==> config.mk <==
export PLATFORM = sky130hd
export DESIGN_NAME = wipe_arb
export DESIGN_NICKNAME = d
export VERILOG_FILES = /design/src/rtl/wipe_arb_pkg.sv /design/src/rtl/wipe_arb_sw.sv /design/src/rtl/wipe_arb_seq.sv /design/src/rtl/wipe_arb_mux.sv /design/src/rtl/wipe_arb.sv
export SDC_FILE = /design/constraint.sdc
export NUM_CORES = 1
export LEC_CHECK = 0
export ABC_AREA = 0
export BUFFER_PORTS_ARGS = -buffer_cell sky130_fd_sc_hd__buf_2
export CAP_MARGIN = 20
export CORE_MARGIN = 10
export CORE_UTILIZATION = 40
export CTS_CLUSTER_SIZE = 40
export DETAILED_ROUTE_END_ITERATION = 10
export HOLD_SLACK_MARGIN = 0.15
export PLACE_DENSITY = 0.72
export SETUP_SLACK_MARGIN = 0.3
export SLEW_MARGIN = 25
export SYNTH_ARGS = -nofsm -noshare
export SYNTH_HDL_FRONTEND = slang
export SYNTH_HIERARCHICAL = 1
export SYNTH_SLANG_ARGS = --single-unit
==> constraint.sdc <==
create_clock -name clk -period 2.4 [get_ports clk]
set_input_delay 0.72 -clock clk [delete_from_list [all_inputs] [get_ports clk]]
set_output_delay 0.72 -clock clk [all_outputs]
set_load 0.005 [all_outputs]
==> src/rtl/wipe_arb_pkg.sv <==
package wipe_arb_pkg;

  typedef enum logic [1:0] {
    OP_READ  = 2'd0,
    OP_PROG  = 2'd1,
    OP_ERASE = 2'd2
  } eng_op_e;

  // Order matters: PAGE_SEL .. INVALID form the in-progress/terminal range.
  typedef enum logic [2:0] {
    W_IDLE     = 3'd0,
    W_DRAIN    = 3'd1,
    W_PAGE_SEL = 3'd2,
    W_ERASE    = 3'd3,
    W_PROG     = 3'd4,
    W_VERIFY   = 3'd5,
    W_FINAL    = 3'd6,
    W_INVALID  = 3'd7
  } wipe_st_e;

  function automatic logic owns_engine(wipe_st_e s);
    return (s == W_PAGE_SEL) || (s == W_ERASE) || (s == W_PROG) || (s == W_VERIFY);
  endfunction

  function automatic logic is_step(wipe_st_e s);
    return (s == W_ERASE) || (s == W_PROG) || (s == W_VERIFY);
  endfunction

endpackage

==> src/rtl/wipe_arb_sw.sv <==
module wipe_arb_sw #(
  parameter int PAGE_W = 4
) (
  input  logic              clk,
  input  logic              rst_n,
  input  logic              sw_req,
  input  logic [1:0]        sw_op,
  input  logic [PAGE_W-1:0] sw_page,
  input  logic              allow,
  input  logic              cmd_ready,
  input  logic              done,
  output logic              gnt,
  output logic              busy,
  output logic              cmd_valid,
  output logic [1:0]        cmd_op,
  output logic [PAGE_W-1:0] cmd_page
);

  logic              busy_q;
  logic              issued_q;
  logic              gnt_q;
  logic [1:0]        op_q;
  logic [PAGE_W-1:0] page_q;

  always_ff @(posedge clk or negedge rst_n) begin
    if (!rst_n) begin
      busy_q   <= 1'b0;
      issued_q <= 1'b0;
      gnt_q    <= 1'b0;
      op_q     <= '0;
      page_q   <= '0;
    end else begin
      gnt_q <= 1'b0;
      if (!busy_q) begin
        if (sw_req && allow) begin
          busy_q   <= 1'b1;
          issued_q <= 1'b0;
          gnt_q    <= 1'b1;
          op_q     <= sw_op;
          page_q   <= sw_page;
        end
      end else begin
        if (!issued_q && cmd_ready) begin
          issued_q <= 1'b1;
        end
        if (issued_q && done) begin
          busy_q <= 1'b0;
        end
      end
    end
  end

  assign gnt       = gnt_q;
  assign busy      = busy_q;
  assign cmd_valid = busy_q && !issued_q;
  assign cmd_op    = op_q;
  assign cmd_page  = page_q;

endmodule

==> src/rtl/wipe_arb_seq.sv <==
module wipe_arb_seq
  import wipe_arb_pkg::*;
#(
  parameter int WIPE_PAGES = 4,
  parameter int PAGE_W     = 4
) (
  input  logic              clk,
  input  logic              rst_n,
  input  logic              wipe_req,
  input  logic              sw_busy,
  input  logic              cmd_ready,
  input  logic              done,
  input  logic              err,
  output logic              sw_allow,
  output logic              owns,
  output logic              cmd_valid,
  output logic [1:0]        cmd_op,
  output logic [PAGE_W-1:0] cmd_page,
  output logic              ack,
  output logic              fatal
);

  localparam logic [PAGE_W-1:0] LAST_PAGE = PAGE_W'(WIPE_PAGES - 1);

  wipe_st_e          st_q;
  logic [PAGE_W-1:0] page_q;
  logic              issued_q;
  logic              ack_q;
  logic              fatal_q;

  always_ff @(posedge clk or negedge rst_n) begin
    if (!rst_n) begin
      st_q     <= W_IDLE;
      page_q   <= '0;
      issued_q <= 1'b0;
      ack_q    <= 1'b0;
      fatal_q  <= 1'b0;
    end else begin
      ack_q <= 1'b0;
      unique case (st_q)
        W_IDLE: begin
          if (wipe_req) begin
            st_q   <= W_DRAIN;
            page_q <= '0;
          end
        end
        W_DRAIN: begin
          if (!sw_busy) st_q <= W_PAGE_SEL;
        end
        W_PAGE_SEL: begin
          issued_q <= 1'b0;
          st_q     <= W_ERASE;
        end
        W_ERASE, W_PROG, W_VERIFY: begin
          if (!issued_q) begin
            if (cmd_ready) issued_q <= 1'b1;
          end else if (done) begin
            issued_q <= 1'b0;
            if (err) begin
              st_q    <= W_INVALID;
              fatal_q <= 1'b1;
            end else if (st_q == W_ERASE) begin
              st_q <= W_PROG;
            end else if (st_q == W_PROG) begin
              st_q <= W_VERIFY;
            end else if (page_q == LAST_PAGE) begin
              st_q  <= W_FINAL;
              ack_q <= 1'b1;
            end else begin
              page_q <= page_q + 1'b1;
              st_q   <= W_PAGE_SEL;
            end
          end
        end
        W_FINAL:   st_q <= W_FINAL;
        W_INVALID: st_q <= W_INVALID;
        default:   st_q <= W_INVALID;
      endcase
    end
  end

  always_comb begin
    unique case (st_q)
      W_ERASE: cmd_op = OP_ERASE;
      W_PROG:  cmd_op = OP_PROG;
      default: cmd_op = OP_READ;
    endcase
  end

  assign sw_allow  = (st_q == W_IDLE) && !wipe_req;
  assign owns      = owns_engine(st_q);
  assign cmd_valid = is_step(st_q) && !issued_q;
  assign cmd_page  = page_q;
  assign ack       = ack_q;
  assign fatal     = fatal_q;

endmodule

==> src/rtl/wipe_arb_mux.sv <==
module wipe_arb_mux #(
  parameter int PAGE_W = 4
) (
  input  logic              wipe_owns,
  input  logic              sw_busy,
  input  logic              sw_valid,
  input  logic [1:0]        sw_op,
  input  logic [PAGE_W-1:0] sw_page,
  input  logic              wp_valid,
  input  logic [1:0]        wp_op,
  input  logic [PAGE_W-1:0] wp_page,
  input  logic              eng_cmd_ready,
  input  logic              eng_done,
  input  logic              eng_err,
  output logic              eng_cmd_valid,
  output logic [1:0]        eng_op,
  output logic [PAGE_W-1:0] eng_page,
  output logic              sw_ready,
  output logic              wp_ready,
  output logic              sw_done,
  output logic              sw_err,
  output logic              wp_done,
  output logic              wp_err
);

  always_comb begin
    if (wipe_owns) begin
      eng_cmd_valid = wp_valid;
      eng_op        = wp_op;
      eng_page      = wp_page;
    end else begin
      eng_cmd_valid = sw_valid;
      eng_op        = sw_op;
      eng_page      = sw_page;
    end
  end

  assign sw_ready = !wipe_owns && eng_cmd_ready;
  assign wp_ready = wipe_owns && eng_cmd_ready;
  assign sw_done  = sw_busy && eng_done;
  assign sw_err   = sw_busy && eng_done && eng_err;
  assign wp_done  = wipe_owns && eng_done;
  assign wp_err   = wipe_owns && eng_err;

endmodule

==> src/rtl/wipe_arb.sv <==
module wipe_arb #(
  parameter int TOTAL_PAGES = 16,
  parameter int WIPE_PAGES  = 4,
  parameter int PAGE_W      = $clog2(TOTAL_PAGES)
) (
  input  logic              clk,
  input  logic              rst_n,
  input  logic              sw_req,
  input  logic [1:0]        sw_op,
  input  logic [PAGE_W-1:0] sw_page,
  output logic              sw_gnt,
  output logic              sw_done,
  output logic              sw_err,
  input  logic              wipe_req,
  output logic              wipe_ack,
  output logic              wipe_busy,
  output logic              fatal_err,
  output logic              eng_cmd_valid,
  input  logic              eng_cmd_ready,
  output logic [1:0]        eng_op,
  output logic [PAGE_W-1:0] eng_page,
  input  logic              eng_done,
  input  logic              eng_err
);

  logic              allow_sw, wipe_owns, sw_busy;
  logic              sw_valid, sw_ready, wp_valid, wp_ready;
  logic              wp_done, wp_err;
  logic [1:0]        sw_cmd_op, wp_cmd_op;
  logic [PAGE_W-1:0] sw_cmd_page, wp_cmd_page;

  wipe_arb_sw #(.PAGE_W(PAGE_W)) u_sw (
    .clk       (clk),
    .rst_n     (rst_n),
    .sw_req    (sw_req),
    .sw_op     (sw_op),
    .sw_page   (sw_page),
    .allow     (allow_sw),
    .cmd_ready (sw_ready),
    .done      (sw_done),
    .gnt       (sw_gnt),
    .busy      (sw_busy),
    .cmd_valid (sw_valid),
    .cmd_op    (sw_cmd_op),
    .cmd_page  (sw_cmd_page)
  );

  wipe_arb_seq #(.WIPE_PAGES(WIPE_PAGES), .PAGE_W(PAGE_W)) u_seq (
    .clk       (clk),
    .rst_n     (rst_n),
    .wipe_req  (wipe_req),
    .sw_busy   (sw_busy),
    .cmd_ready (wp_ready),
    .done      (wp_done),
    .err       (wp_err),
    .sw_allow  (allow_sw),
    .owns      (wipe_owns),
    .cmd_valid (wp_valid),
    .cmd_op    (wp_cmd_op),
    .cmd_page  (wp_cmd_page),
    .ack       (wipe_ack),
    .fatal     (fatal_err)
  );

  wipe_arb_mux #(.PAGE_W(PAGE_W)) u_mux (
    .wipe_owns     (wipe_owns),
    .sw_busy       (sw_busy),
    .sw_valid      (sw_valid),
    .sw_op         (sw_cmd_op),
    .sw_page       (sw_cmd_page),
    .wp_valid      (wp_valid),
    .wp_op         (wp_cmd_op),
    .wp_page       (wp_cmd_page),
    .eng_cmd_ready (eng_cmd_ready),
    .eng_done      (eng_done),
    .eng_err       (eng_err),
    .eng_cmd_valid (eng_cmd_valid),
    .eng_op        (eng_op),
    .eng_page      (eng_page),
    .sw_ready      (sw_ready),
    .wp_ready      (wp_ready),
    .sw_done       (sw_done),
    .sw_err        (sw_err),
    .wp_done       (wp_done),
    .wp_err        (wp_err)
  );

  assign wipe_busy = wipe_owns;

endmodule

# --- Yosys cells after proc, flatten, opt, wreduce, memory -nomap -nowiden ---
# Index checks and enable logic that the tools add are counted.
totals:
  ff_bits: 19
  inputBits: 13
  output_inout_bits: 13
classes:
  n_addsub: 1
  n_eq_ne: 17
  mux: 39
  n_bitwise: 1
  n_reduce_logical: 31
ops:
  columns: ["op", "n"]
  rows:
  - ["two-way mux 4 bit", 8]
  - ["two-way mux 3 bit", 8]
  - ["two-way mux 1 bit", 18]
  - ["case mux 3 bit (6 select lines)", 1]
  - ["inequality test 2 bit (second input constant)", 7]
  - ["== test 3 bit (second input constant)", 4]
  - ["logical AND 1 bit", 12]
  - ["case mux 4 bit (2 select lines)", 1]
  - ["AND reduction 4 bit", 2]
  - ["AND reduction 8 bit", 1]
  - ["== test 3 x 2 -> 1 bit (second input constant)", 2]
  - ["nonzero test 2 bit", 3]
  - ["logical OR 1 bit", 5]
  - ["adder 4 x 1 -> 4 bit (second input constant)", 1]
  - ["== test 4 x 2 -> 1 bit (second input constant)", 1]
  - ["zero test 1 bit", 4]
  - ["inequality test 2 x 1 -> 1 bit (second input constant)", 2]
  - ["case mux 2 bit (2 select lines)", 1]
  - ["AND reduction 2 bit", 2]
  - ["== test 3 x 1 -> 1 bit (second input constant)", 1]
  - ["zero test 3 bit", 1]
  - ["OR reduction 3 bit", 1]
  - ["two-way mux 2 bit", 1]
  - ["case mux 1 bit (2 select lines)", 1]
  - ["inverter 1 bit", 1]

# --- Longest topological paths before layout ---
# Gate-level depths: netlist of the first run.
depth:
  word_depth: 9
  ltp_mapped: 9

# --- Modules after synthesis ---
# Netlist of the first run, hierarchy kept.
modules_own_cells:
  columns: ["module", "instances", "cells_each", "area_each_um2", "seq_area_each_um2"]
  rows:
  - ["wipe_arb_seq", 1, 75, 639.4, 250.2]
  - ["wipe_arb_sw", 1, 22, 350.3, 225.2]
  - ["wipe_arb_mux", 1, 14, 156.4, 0.0]

# --- Least setup slack after synthesis of the first run ---
# OpenSTA, ideal clock, no wires.
synth_path:
  path_kind: "flip-flop to flip-flop"
  start: "register u_seq.st_q[2]"
  end: "register u_seq.page_q[3], in the netlist u_seq/cmd_page[3]"
  setup_time_ps: 87
  arrival_time_ps: 1931
  required_ps: 2313
  path_slack_ps: 383
  path_stages_with_launch: 10
  period_less_slack_ps: 2017
  path_cell_list: "dfrtp_1 > buf_2 > nand2b_1 > nand2_1 > buf_6 > and2_2 > and3_1 > a22oi_2 > or4_1 > o211ai_1"
synth_between:
  elab_chain_len: 7
  word_cells_on_any_way: 21
  cone_classes: "eq/ne: 11; mux: 1; reduce/logical: 9"
synth_rtl:
  columns: ["element", "line_no", "rtl"]
  rows:
  - ["from (decl)", "wipe_arb_seq.sv:25", "wipe_st_e st_q;"]
  - ["from (signal assigned)", "wipe_arb_seq.sv:33", "st_q <= W_IDLE;"]
  - ["from (signal assigned)", "wipe_arb_seq.sv:43", "st_q <= W_DRAIN;"]
  - ["from (signal assigned)", "wipe_arb_seq.sv:48", "if (!sw_busy) st_q <= W_PAGE_SEL;"]
  - ["== test 3 x 2 -> 1 bit", "wipe_arb_pkg.sv:22", "return (s == W_PAGE_SEL) || (s == W_ERASE) || (s == W_PROG) || (s == W_VERIFY);"]
  - ["logical OR 1 bit (2 in series)", "wipe_arb_pkg.sv:22", null]
  - ["logical OR 1 bit *", "wipe_arb_pkg.sv:22", null]
  - ["via wipe_busy", "wipe_arb.sv:16", "output logic wipe_busy,"]
  - ["logical AND 1 bit *", "wipe_arb_mux.sv:42", "assign wp_done = wipe_owns && eng_done;"]
  - ["via wp_done", "wipe_arb.sv:28", "logic wp_done, wp_err;"]
  - ["inequality test 2 x 1 -> 1 bit (no source line) *", null, null]
  - ["AND reduction 8 bit (no source line) *", null, null]
  - ["to (signal assigned)", "wipe_arb_seq.sv:70", "page_q <= page_q + 1'b1;"]
  - ["to (decl)", "wipe_arb_seq.sv:26", "logic [PAGE_W-1:0] page_q;"]
# The timed path passes the listed nets; every way through them passes the cells marked *.
# A chain may end at the register's enable or synchronous reset.

# --- Worst setup path in the final report of the first run ---
layout_path:
  start: "register u_seq.st_q[1]"
  end: "output eng_cmd_valid"
layout_between:
  elab_chain_len: 5
  word_cells_on_any_way: 11
  cone_classes: "eq/ne: 4; mux: 1; reduce/logical: 6"
layout_rtl:
  columns: ["element", "line_no", "rtl"]
  rows:
  - ["== test 3 x 2 -> 1 bit or == test 3 bit (tied branches)", "wipe_arb_pkg.sv:26", "return (s == W_ERASE) || (s == W_PROG) || (s == W_VERIFY);"]
  - ["logical OR 1 bit", "wipe_arb_pkg.sv:26", null]
  - ["logical OR 1 bit *", "wipe_arb_pkg.sv:26", null]
  - ["logical AND 1 bit *", "wipe_arb_seq.sv:92", "assign cmd_valid = is_step(st_q) && !issued_q;"]
  - ["via wp_valid", "wipe_arb.sv:27", "logic sw_valid, sw_ready, wp_valid, wp_ready;"]
  - ["two-way mux 1 bit *", "wipe_arb_mux.sv:27", "if (wipe_owns) begin"]
  - ["to (decl)", "wipe_arb.sv:18", "output logic eng_cmd_valid,"]
# Marked as above.

==> results of run 1 <==
[flip-flops by register name, indices dropped and copies added, names as in the netlist]
signal and flops:
u_sw/cmd_op 2, u_sw/gnt 1, u_seq/st_q 3, u_sw/issued_q 1
u_seq/fatal 1, u_seq/ack 1, u_seq/issued_q 1, u_sw/busy 1
u_sw/cmd_page 4, u_seq/cmd_page 4
[metal layers]
metal  up-vias  share of wire, %
met2        31                50
met4         0                 0
li1        481                 -
met3         0               7.3
met1       498                43
met5         -                 0
[worst max-delay path, cell delays in order, from the launching register on]
cell and delay, ns:
sky130_fd_sc_hd__dfrtp_1 0.42, sky130_fd_sc_hd__buf_6 0.14, sky130_fd_sc_hd__nand2_4 0.06, sky130_fd_sc_hd__nor2_2 0.05, sky130_fd_sc_hd__nor2b_1 0.16, sky130_fd_sc_hd__nor2_1 0.07
sky130_fd_sc_hd__mux2_4 0.27, sky130_fd_sc_hd__buf_6 0.12
[power breakdown]
part           switching (mW)  internal (mW)  total, mW
logic                   0.551          0.804       1.36
clock network          0.0984         0.0646      0.163
registers               0.117          0.428      0.545
total                   0.767           1.30       2.06
[timing repair]
| action | 4_1_cts | 5_1_grt |
|---|---|---|
| pin swaps | 1 | 3 |
| buffers inserted | 7 | 2 |
| gates cloned | 1 | 0 |
| endpoints found under the setup margin | 10 | 10 |
| gates resized for setup | 19 | 7 |
[logic make-up after synthesis]
family | count (synthesis) | synth area share, %
AND/OR/NAND/NOR | 44 | 22.60
AO/OA/AOI/OAI | 26 | 16.27
flip-flops | 19 | 41.49
multiplexers | 13 | 14.74
buffers and inverters | 8 | 3.822
adder cells (fa/ha/maj) | 1 | 1.092
[cell usage in the layout, fill, tap and decap left out, drive strengths merged, types with 3 or more instances in the layout]
master	instances
a21oi	3
and2	4
buf	40
clkbuf	4
dfrtp	19
mux2	13
nand2	6
nand2b	4
nand3	5
nor2	9
o21ai	5
[through the flow]
stage	std cells	setup slack [ns]	total power [mW]
CTS	178	0.1214	1.975
finish	180	0.1075	2.064
global placement	166	0.2918	1.438
global route	180	0.05080	2.215
floorplan	111	0.3827	1.201
detailed placement	166	0.2576	1.461
[area by class of cell]
type,count,area (um^2)
well taps,31,38.79
repair buffers,40,299.0
fillers,245,1230
flip-flops and latches,19,476.7
multi-input cells,84,679.4
inverters,2,7.507
clock buffers,4,26.28
[worst paths after layout]
check                                      startpoint                            end  slack, ns  depth (start not counted)
max reg2reg                 u_seq/st_q[1]$_DFFE_PN0P_  u_seq/cmd_page[3]$_DFFE_PN0P_       0.34                         10
min                                             rst_n            u_seq/ack$_DFF_PN0_       0.35                          1
max in group asynchronous                       rst_n      u_seq/st_q[2]$_DFFE_PN0P_       1.72                          1
max                         u_seq/st_q[1]$_DFFE_PN0P_                  eng_cmd_valid       0.11                          7
min reg2reg                u_sw/cmd_op[0]$_DFFE_PN0P_     u_sw/cmd_op[0]$_DFFE_PN0P_       0.52                          1
min in group clk           u_sw/cmd_op[0]$_DFFE_PN0P_     u_sw/cmd_op[0]$_DFFE_PN0P_       0.52                          1
==> results by stage, run 1 <==
Status:
- The run finished with clean final reports.

STA:
- The tightest hold path in the finished design has a slack of approximately 0.35 ns.
- The transition time at the pin with the least slew margin is between 0.4 and 0.5 ns.
- Setup repair after global routing could not meet its margin everywhere.
- Setup violations remaining at the end of the flow were counted as 0.
- The minimum clock period is ~2.3 ns.
- Of the available clock period, the critical path in the final layout requires between 90% and 100%.
- Across the routed clock network, the largest skew measured is between 0.008 and 0.009 ns.
- The total negative slack is 0 ns.
- The achievable frequency is between 0.4 and 0.5 GHz.
- The number of endpoints with negative hold slack in the final report is 0.
- The relative max-transition margin is a little under three quarters.
- The final-report max-slew violation count came to 0.

Logic synthesis:
- The fraction of registers with async set/reset is 100.0%.
- Counting flops with a built-in enable in the synthesized netlist gives 0.
- Summed over its instances, the top area cell type makes up between 40% and 50% of the synthesized netlist area.
- The synthesized design spends more area on one cell type than any other, namely sky130_fd_sc_hd__dfrtp_1.
- Yosys attributes the largest share of cell area to sky130_fd_sc_hd__dfrtp_1 (41%), sky130_fd_sc_hd__mux2_4 (7.9%), sky130_fd_sc_hd__mux2_2 (6.9%), sky130_fd_sc_hd__nor2_1 (2.9%), sky130_fd_sc_hd__nand2b_1 (2.2%).
- In the synthesized netlist, the number of instances is ~110.
- The area of the mapped netlist is 0.001146 mm^2.
- The flip-flop and latch count after synthesis is 19.
- The total nets after synthesis is between 100 and 150.
- The commonest register cell after synthesis is sky130_fd_sc_hd__dfrtp_1.
- The synthesized netlist contains 43 unique library cells.
- The average instance in the mapped netlist occupies 10.33 um^2.
- Yosys instantiated no cell more often than sky130_fd_sc_hd__dfrtp_1.
- The commonest cells after synthesis are sky130_fd_sc_hd__dfrtp_1 (19), sky130_fd_sc_hd__nor2_1 (9), sky130_fd_sc_hd__mux2_2 (7).
- The share of synthesized area occupied by flip-flops and latches is between 40% and 50%.
- The yosys synthesis warning count is 6.

Power and ir drop:
- Across the VDD grid, the largest voltage drop is 913.4 uV.
- In this run the power density over the cells is between 1000 and 1500 mW/mm^2.
- In this run the static leakage power is 0.7454 nW.

Run:
- Max-cap violations in this run came to 0.

Routing:
- After detailed routing, the number of remaining DRC violations is 0.
- In this run the remaining antenna-violating nets after routing total 0.
- In the final routed layout, each cell accounts on average for around 16 um.
- The routed layout has just over 1k vias.
- The pre-antenna-repair detailed-routing pass consisted of 4 iterations.
- After detailed routing, the total wire length is a little under 3000 um.
- In the routed layout, each cell is associated on average with a via count of approximately 5.6.
- For this block, the initial DRC count from the detailed router was 23.

Global route:
- The fraction of met2 tracks used by global routing is between 10% and 20%.
- The met3 usage is approximately 4.3%.
- For met1 alone, demand over resource in global routing was 12.93%.
- The overall global routing resource usage is between 10 and 15%.
- The remaining global-route overflow is 0.
- The maximum number of pins on one net before global-route repair is 20.
- The number of antenna violations at the first check in global routing is 0.
- The global routing stage identified its most utilized layer as met2.
- The via count of the first global-routing pass was about 1.1k.
- The first global-routing pass estimated between 4000 and 5000 um of wire.

Finish:
- The number of diodes added for antenna fixing is 0.
- Relative to the synthesized area, the layout overhead comes to 33.30%.
- The post-route netlist has roughly half of its cells at a drive strength greater than 1.
- The area of all placed cells without fillers is roughly 0.0015 mm^2.
- After the last flow step, the layout net total stands at 164.
- For this run, the share of the core covered by cells in the final layout is ~55%.

Worst setup path:
- The worst setup path is launched from a flip-flop.
- In this run the worst path has a maximum fanout of 3.
- For the worst setup path, the data arrival time is around 1.6 ns.
- The category of the most critical setup path is reg -> out.
- The required time of the critical path is roughly 1.7 ns.
- STA classifies the critical path endpoint as an output port.

Clock network:
- The clock latency on the worst-skew pair is ~0.30 ns.
- The clock drives 19 sinks.
- The root buffer cell chosen for the clock tree is sky130_fd_sc_hd__clkbuf_4.
- The clock edge transition at the registers on the reported setup and hold paths is 0.11 ns.
- In this run the number of H-tree levels came out at 1.
- The CTS tree is done.
- In this run, CTS created clock tree buffers numbering 3.
- Buffers inserted to repair hold after CTS numbered 0.
- Counting along the longest clock path gives a buffer depth of 2.

Worst hold path:
- In this run the worst hold path is classified as in -> async.

Placement:
- The detailed placer's ending HPWL is between 2000 and 2500 um.
- In this run the tool buffered the top-level ports with 25 buffer cells.
- After detailed placement, the total cell area comes to 0.001311 mm^2.
- The weighted congestion reported at the end of routability-driven placement is 0.9195.

Die:
- The die width is 73.53 um.
- The die covers 0.005407 mm^2.
- The core footprint is roughly 0.0028 mm^2.
- Row generation in the floorplan step produced 19 rows.
- From bottom edge to top edge, the die measures 73.53 um.
- In this run the count of I/O pins placed on the die edge is 26.
- The initial core utilization is 41.56%.
Note: power is estimated with default switching activity, not from simulation.
==> inputs of run 2 (changes only) <==
Settings changed: SKIP_CTS_REPAIR_TIMING set to 1.
Clock period 2.4 ns to 2.6 ns, I/O delays scaled along.
==> run 2 against run 1 <==
Die area did not move. Highest routed layer unchanged. Cell area fell by 2.8%. Register-to-register slack improved by 0.17 ns. Sequential power fell by 4.4%. Largest power group unchanged. Via count fell by 1.8%. Clock-buffer cell count did not move. Critical endpoint unchanged. Combinational power fell by 17%.
==> results by stage, run 2 (same netlist as run 1, synthesis figures left out) <==
Power and ir drop:
- The overall power is 1.794 mW (-13%).
- The maximum VDD drop is 729.5 uV (-20%).
- The static leakage power is 0.7264 nW (-2.6%).
- The cell area power density is 1208 mW/mm^2 (-11%).

Clock network:
- The number of sinks on the clock net came to 19 (unchanged).
- The H-tree depth was 1 (unchanged).
- TritonCTS built the clock tree.
- The clock latency on the worst-skew pair is 0.29 ns (about the same).
- CTS placed an instance of sky130_fd_sc_hd__clkbuf_4 at the clock tree root.
- The number of buffers created by CTS is 3 (unchanged).
- The clock edge transition at the registers on the reported setup and hold paths was 0.10 ns (about the same).
- The maximum clock path buffer count is 2 (unchanged).

Placement:
- The count of buffers from port buffering is 25 (unchanged).
- The total placed cells including tap cells came to 165 (-0.60%).
- The weighted congestion reported at the end of routability-driven placement was 0.8739 (-5.0%).
- The detailed placer's ending HPWL is 1984 um (-3.7%).

STA:
- The relative max-transition margin is 71.46% (+0.60 points).
- The clock period could shrink to roughly 2.3 ns.
- The number of endpoints with negative hold slack in the final report was 0 (unchanged).
- The transition time at the pin with the least slew margin is 0.4281 ns (-0.009060 ns).
- The achievable frequency is approximately 0.43 GHz.
- The number of setup violations in the final report is 0 (unchanged).
- The total negative slack is 0 ns (unchanged).
- The final-report max-slew violation count is 0 (unchanged).
- Setup repair after global routing could not meet its margin everywhere.
- After layout, the worst path uses about nine tenths of the clock period.
- The setup clock skew after layout came to 0.003126 ns (-0.005833 ns).

Finish:
- The final instance count without filler cells came to 177 (-1.7%).
- The library cells used most frequently in the layout, excluding fill and tap cells, are sky130_fd_sc_hd__buf_2 (19), sky130_fd_sc_hd__dfrtp_1 (17), sky130_fd_sc_hd__buf_4 (9).
- The final design utilization is 53.86% (-1.5 points).
- The most common library cell in the layout ignoring fill and taps is sky130_fd_sc_hd__buf_2.
- The number of diodes added for antenna fixing is 0 (unchanged).
- The share of post-route cells with drive strength above 1 came to 45.89% (-2.4 points).
- The layout net count is 161 (-1.8%).
- The area growth from synthesis to layout is 29.58%.

Worst setup path:
- In this design, the largest share of critical-path delay is due to flip-flops.
- The biggest cell delay along the critical path came to 0.42 ns (about the same).
- The critical register-to-register path endpoint is u_seq/cmd_page[1]$_DFFE_PN0P_.
- STA classifies the critical path startpoint as a flip-flop.
- The slowest stage of the critical path belongs to the cell sky130_fd_sc_hd__dfrtp_1.
- The category of the most critical setup path is reg -> out.
- The endpoint arrival time on the critical path is 1.53 ns (-0.04 ns).
- The largest fanout on the critical path came to 5 (+2).
- The number of buffers and inverters on the critical path is 2 (unchanged).
- The launching point of the worst reg2reg path is u_seq/st_q[1]$_DFFE_PN0P_.
- The setup slack of the worst register-to-register path is 0.51 ns (+0.17 ns).
- The cell seen most often among critical-path stages is sky130_fd_sc_hd__buf_6.
- The required time of the critical path is 1.82 ns (+0.14 ns).
- STA classifies the critical path endpoint as an output port.
- The depth of the worst register-to-register path came to 9 (-1).
- Walking the worst path, the cells encountered are buf_6, nand2_4, nor2_4, nor2b_2, nor2_1, mux2_4, buf_6.

Die:
- The die width is 73.53 um (unchanged).
- The number of core rows is 19 (unchanged).
- The total die area was 0.005407 mm^2 (unchanged).
- The initial core utilization is 41.56% (unchanged).
- The core footprint is 0.002758 mm^2 (unchanged).
- The number of placed I/O pins is 26 (unchanged).
- The height of the die came to 73.53 um (unchanged).

Run:
- The max capacitance violation total came to 0 (unchanged).

Routing:
- The iteration-0 DRC count of the detailed router came to 33 (+43%).
- The post-detailed-routing wire length was 2753 um (-6.9%).
- The detailed-route DRC error count came to 0 (unchanged).
- The via density per instance is 5.605 (-0.12%).
- The antenna violation net count after detailed routing is 0 (unchanged).
- The total via count in the routed design is 992 (-1.8%).
- The average wire length per cell after detail routing is 15.55 um (-5.4%).
- The number of search-and-repair iterations in the first detailed-routing pass came to 4 (unchanged).

Status:
- The flow ran to the end, and the final reports show no timing, DRC or antenna violations.

Global route:
- The maximum number of pins on one net before global-route repair was 20 (unchanged).
- The wire length of the first global-routing pass is 4264 um (-12%).
- The overall global routing resource usage is 9.696% (-1.4 points).
- The via count of the first global-routing pass is 934 (-11%).
- The remaining global-route overflow is 0 (unchanged).
- The number of antenna violations at the first check in global routing is 0 (unchanged).

Worst hold path:
- The worst min-delay path category is in -> async.
run 2: metrics by stage:
stage	instance area, um^2	setup slack [ns]	hold slack, ns
final	1485	0.2878	0.4060
after global routing	1485	0.2159	0.4153
after CTS	1330	-0.1114	0.4066
after detailed placement	1304	0.2263	0.4673
after global placement	1304	0.2969	0.4755
after floorplan	1146	0.5492	0.4678
run 2: area by class of cell:
cell class,instances,area [um^2]
inverters,2,7.507
fillers,234,1272
flip-flops and latches,19,478.0
multi-input cells,85,681.9
well taps,31,38.79
clock buffers,4,26.28
repair buffers,36,252.7
run 2: worst max-delay path by stage:
stage / slack (ns) / end / cells past startpoint / from
final: 0.29 / eng_cmd_valid / 7 / u_seq/st_q[1]$_DFFE_PN0P_
after global routing: 0.22 / eng_cmd_valid / 7 / u_seq/st_q[1]$_DFFE_PN0P_
after CTS: -0.11 / eng_page[2] / 5 / u_seq/st_q[1]$_DFFE_PN0P_
after detailed placement: 0.23 / eng_page[2] / 5 / u_seq/st_q[1]$_DFFE_PN0P_
after global placement: 0.30 / eng_page[2] / 5 / u_seq/st_q[1]$_DFFE_PN0P_
after floorplan: 0.55 / eng_cmd_valid / 5 / u_seq/st_q[2]$_DFFE_PN0P_
run 2: report_power, final:
| part | internal, mW | total [mW] | switching, mW |
|---|---|---|---|
| clock network | 0.0597 | 0.147 | 0.0875 |
| registers | 0.396 | 0.521 | 0.124 |
| logic | 0.659 | 1.13 | 0.467 |
| total | 1.12 | 1.79 | 0.679 |
run 2: layer usage:
| layer | vias to the layer above | part of all wire, % | track usage [%] |
|---|---|---|---|
| met3 | 0 | 9.1 | 4.441 |
| met1 | 484 | 42 | 11.73 |
| li1 | 481 | - | - |
| met5 | - | 0 | 0 |
| met4 | 0 | 0 | 2.692 |
| met2 | 27 | 49 | 15.06 |
==> inputs of run 3 (changes only) <==
Settings changed: CORE_MARGIN 10 to not set.
==> run 3 against run 2 <==
Fmax decreased by 1.2%. First-iteration DRC count increased by 27%. Combinational power fell by 4%. Critical path depth is 3 lower. Routed wire length decreased by 4.4%. Sequential cell count did not move. Critical endpoint is now eng_page[0]. Highest routed layer is now met4.
==> results by stage, run 3 (same netlist as run 1, synthesis figures left out) <==
Routing:
- The via density per instance was 5.882 (+5.0%).
- The detailed-route DRC error count is 0 (unchanged).
- The iteration-0 DRC count of the detailed router is 42 (+27%).
- The antenna violation net count after detailed routing is 0 (unchanged).
- The post-detailed-routing wire length is 2632 um (-4.4%).
- The total via count in the routed design came to 1,047 (+5.5%).
- The number of search-and-repair iterations in the first detailed-routing pass was 4 (unchanged).
- The average wire length per cell after detail routing came to 14.79 um (-4.9%).

Die:
- The number of placed I/O pins was 26 (unchanged).
- The height of the die is 55.53 um (-24%).
- The total die area is 0.003084 mm^2 (-43%).
- The initial core utilization is 41.92% (+0.36 points).
- The die width is 55.53 um (-24%).
- The number of core rows is 19 (unchanged).
- The core footprint is 0.002734 mm^2 (-0.86%).

Global route:
- The wire length of the first global-routing pass was 3877 um (-9.1%).
- The met3 usage is 2.576% (-1.9 points).
- The via count of the first global-routing pass is 890 (-4.7%).
- The routing usage on met1 came to 19.49% (+7.8 points).
- The layer flagged by global routing as most heavily used is met2.
- The maximum number of pins on one net before global-route repair is 20 (unchanged).
- The overall global routing resource usage is 15.50% (+5.8 points).
- The number of antenna violations at the first check in global routing is 0 (unchanged).
- The remaining global-route overflow came to 0 (unchanged).
- The fraction of met2 tracks used by global routing is 27.37% (+12 points).

STA:
- The number of endpoints with negative hold slack in the final report is 0 (unchanged).
- The number of setup violations in the final report came to 0 (unchanged).
- The setup clock skew after layout came to 0.004661 ns (+0.001535 ns).
- The transition time at the pin with the least slew margin came to 0.4410 ns (+0.01288 ns).
- The final-report max-slew violation count came to 0 (unchanged).
- The achievable frequency is 0.4274 GHz (-1.2%).
- The tightest hold margin is 0.4170 ns (+0.01098 ns).
- The relative max-transition margin is 70.60% (-0.86 points).
- The minimum clock period was 2.340 ns (+0.02736 ns).
- Setup repair after global routing could not meet its margin everywhere.
- The share of the clock period used by the worst path came to 89.98% (+1.1 points).
- The total negative slack is 0 ns (unchanged).
- The post-layout worst setup margin is 0.2604 ns (-0.02736 ns).

Finish:
- The share of post-route cells with drive strength above 1 came to 46.26% (+0.37 points).
- The layout net count is 162 (+0.62%).
- The register area is 478.0 um^2 (unchanged).
- The area taken by multi-input logic gates is 675.6 um^2 (-0.92%).
- The fill cell total of the finished layout is 207 (-12%).
- The number of diodes added for antenna fixing is 0 (unchanged).
- The top cell types in the final layout, fill and taps aside, are sky130_fd_sc_hd__buf_2 (21), sky130_fd_sc_hd__dfrtp_1 (17), sky130_fd_sc_hd__buf_4 (10).
- The library cell used most frequently in the layout, excluding fill and tap cells, is sky130_fd_sc_hd__buf_2.
- The area growth from synthesis to layout is 28.93%.
- The final design utilization is 54.05% (+0.19 points).

Worst setup path:
- The required time of the critical path is 1.82 ns (about the same).
- By startpoint and endpoint, the worst setup path is classified as reg -> out.
- The largest fanout on the critical path came to 7 (+2).
- The worst setup path is captured at an output port.
- STA classifies the critical path startpoint as a flip-flop.
- The endpoint arrival time on the critical path is 1.56 ns (+0.03 ns).

Clock network:
- The number of sinks on the clock net was 19 (unchanged).
- TritonCTS built the clock tree.
- The clock edge transition at the registers on the reported setup and hold paths is 0.11 ns (about the same).
- In this run the clock root is driven by a sky130_fd_sc_hd__clkbuf_4.
- The H-tree depth is 1 (unchanged).
- The maximum clock path buffer count is 2 (unchanged).
- The number of buffers created by CTS is 3 (unchanged).
- The clock latency on the worst-skew pair was 0.29 ns (about the same).

Placement:
- The count of buffers from port buffering came to 25 (unchanged).
- The worst slack at placement came to 0.2625 ns (+0.03614 ns).
- The weighted congestion reported at the end of routability-driven placement is 0.8206 (-6.1%).
- The detailed placer's ending HPWL is 1653 um (-17%).

Power and ir drop:
- The maximum VDD drop is 781.7 uV (+7.1%).
- The cell area power density is 1189 mW/mm^2 (-1.6%).
- The static leakage power is 0.7299 nW (+0.49%).

Run:
- The max capacitance violation total came to 0 (unchanged).

Status:
- The flow ran to the end, and the final reports show no timing, DRC or antenna violations.

Worst hold path:
- In this run the worst hold path is classified as in -> async.
-- run 3: cell count changes in the layout (fill, tap and decap cells not counted) --
cell / previous run / this run
sky130_fd_sc_hd__buf_6: 8 / 5
sky130_fd_sc_hd__buf_2: 19 / 21
sky130_fd_sc_hd__buf_4: 9 / 10
sky130_fd_sc_hd__buf_8: 0 / 1
sky130_fd_sc_hd__mux2_2: 7 / 6
sky130_fd_sc_hd__mux2_4: 6 / 7
sky130_fd_sc_hd__nand2_2: 1 / 2
sky130_fd_sc_hd__nand2_4: 1 / 0
sky130_fd_sc_hd__nor2_2: 0 / 1
sky130_fd_sc_hd__nor2_4: 1 / 0
-- run 3: layer usage --
metal  vias up  wire length (um)
li1        479                 -
met1       511              1165
met2        51              1294
met3         6               140
met4         0                31
met5         -                 0
-- run 3: final timing paths --
check | from | to | slack (ns) | cells past startpoint
hold reg to reg | u_seq/fatal$_DFFE_PN0P_ | u_seq/fatal$_DFFE_PN0P_ | 0.49 | 1
hold / removal | rst_n | u_seq/issued_q$_DFFE_PN0P_ | 0.42 | 1
min in group clk | u_seq/fatal$_DFFE_PN0P_ | u_seq/fatal$_DFFE_PN0P_ | 0.49 | 1
max in group asynchronous | rst_n | u_seq/st_q[2]$_DFFE_PN0P_ | 1.85 | 1
setup / recovery | u_seq/st_q[2]$_DFFE_PN0P_ | eng_page[0] | 0.26 | 4
setup reg to reg | u_seq/st_q[2]$_DFFE_PN0P_ | u_seq/cmd_page[3]$_DFFE_PN0P_ | 0.58 | 7
-- run 3: worst max-delay path, cell delays in order (launching register included) --
cell	delay, ns
sky130_fd_sc_hd__dfrtp_2	0.49
sky130_fd_sc_hd__nand2b_4	0.21
sky130_fd_sc_hd__nand2_2	0.15
sky130_fd_sc_hd__mux2_4	0.31
sky130_fd_sc_hd__buf_2	0.12
-- run 3: power by group --
part | switching, mW | internal (mW) | leakage [nW]
Sequential | 0.123 | 0.396 | 0.234
Combinational | 0.468 | 0.623 | 0.481
Clock | 0.0877 | 0.0595 | 0.0150
Total | 0.679 | 1.08 | 0.730
-- run 3: final cells by class --
cell class,instances,share of cell area (%)
tap,31,2.625
sequential,19,32.35
timing repair buffer,37,17.02
inverter,2,0.5080
multi-input combinational,85,45.72
clock buffer,4,1.778
-- run 3: through the flow --
stage	cell area (um^2)	instances	total power, mW
floorplan	1146	111	1.108
global placement	1296	164	1.283
detailed placement	1296	164	1.299
CTS	1323	168	1.450
global route	1478	178	1.863
finish	1478	178	1.758
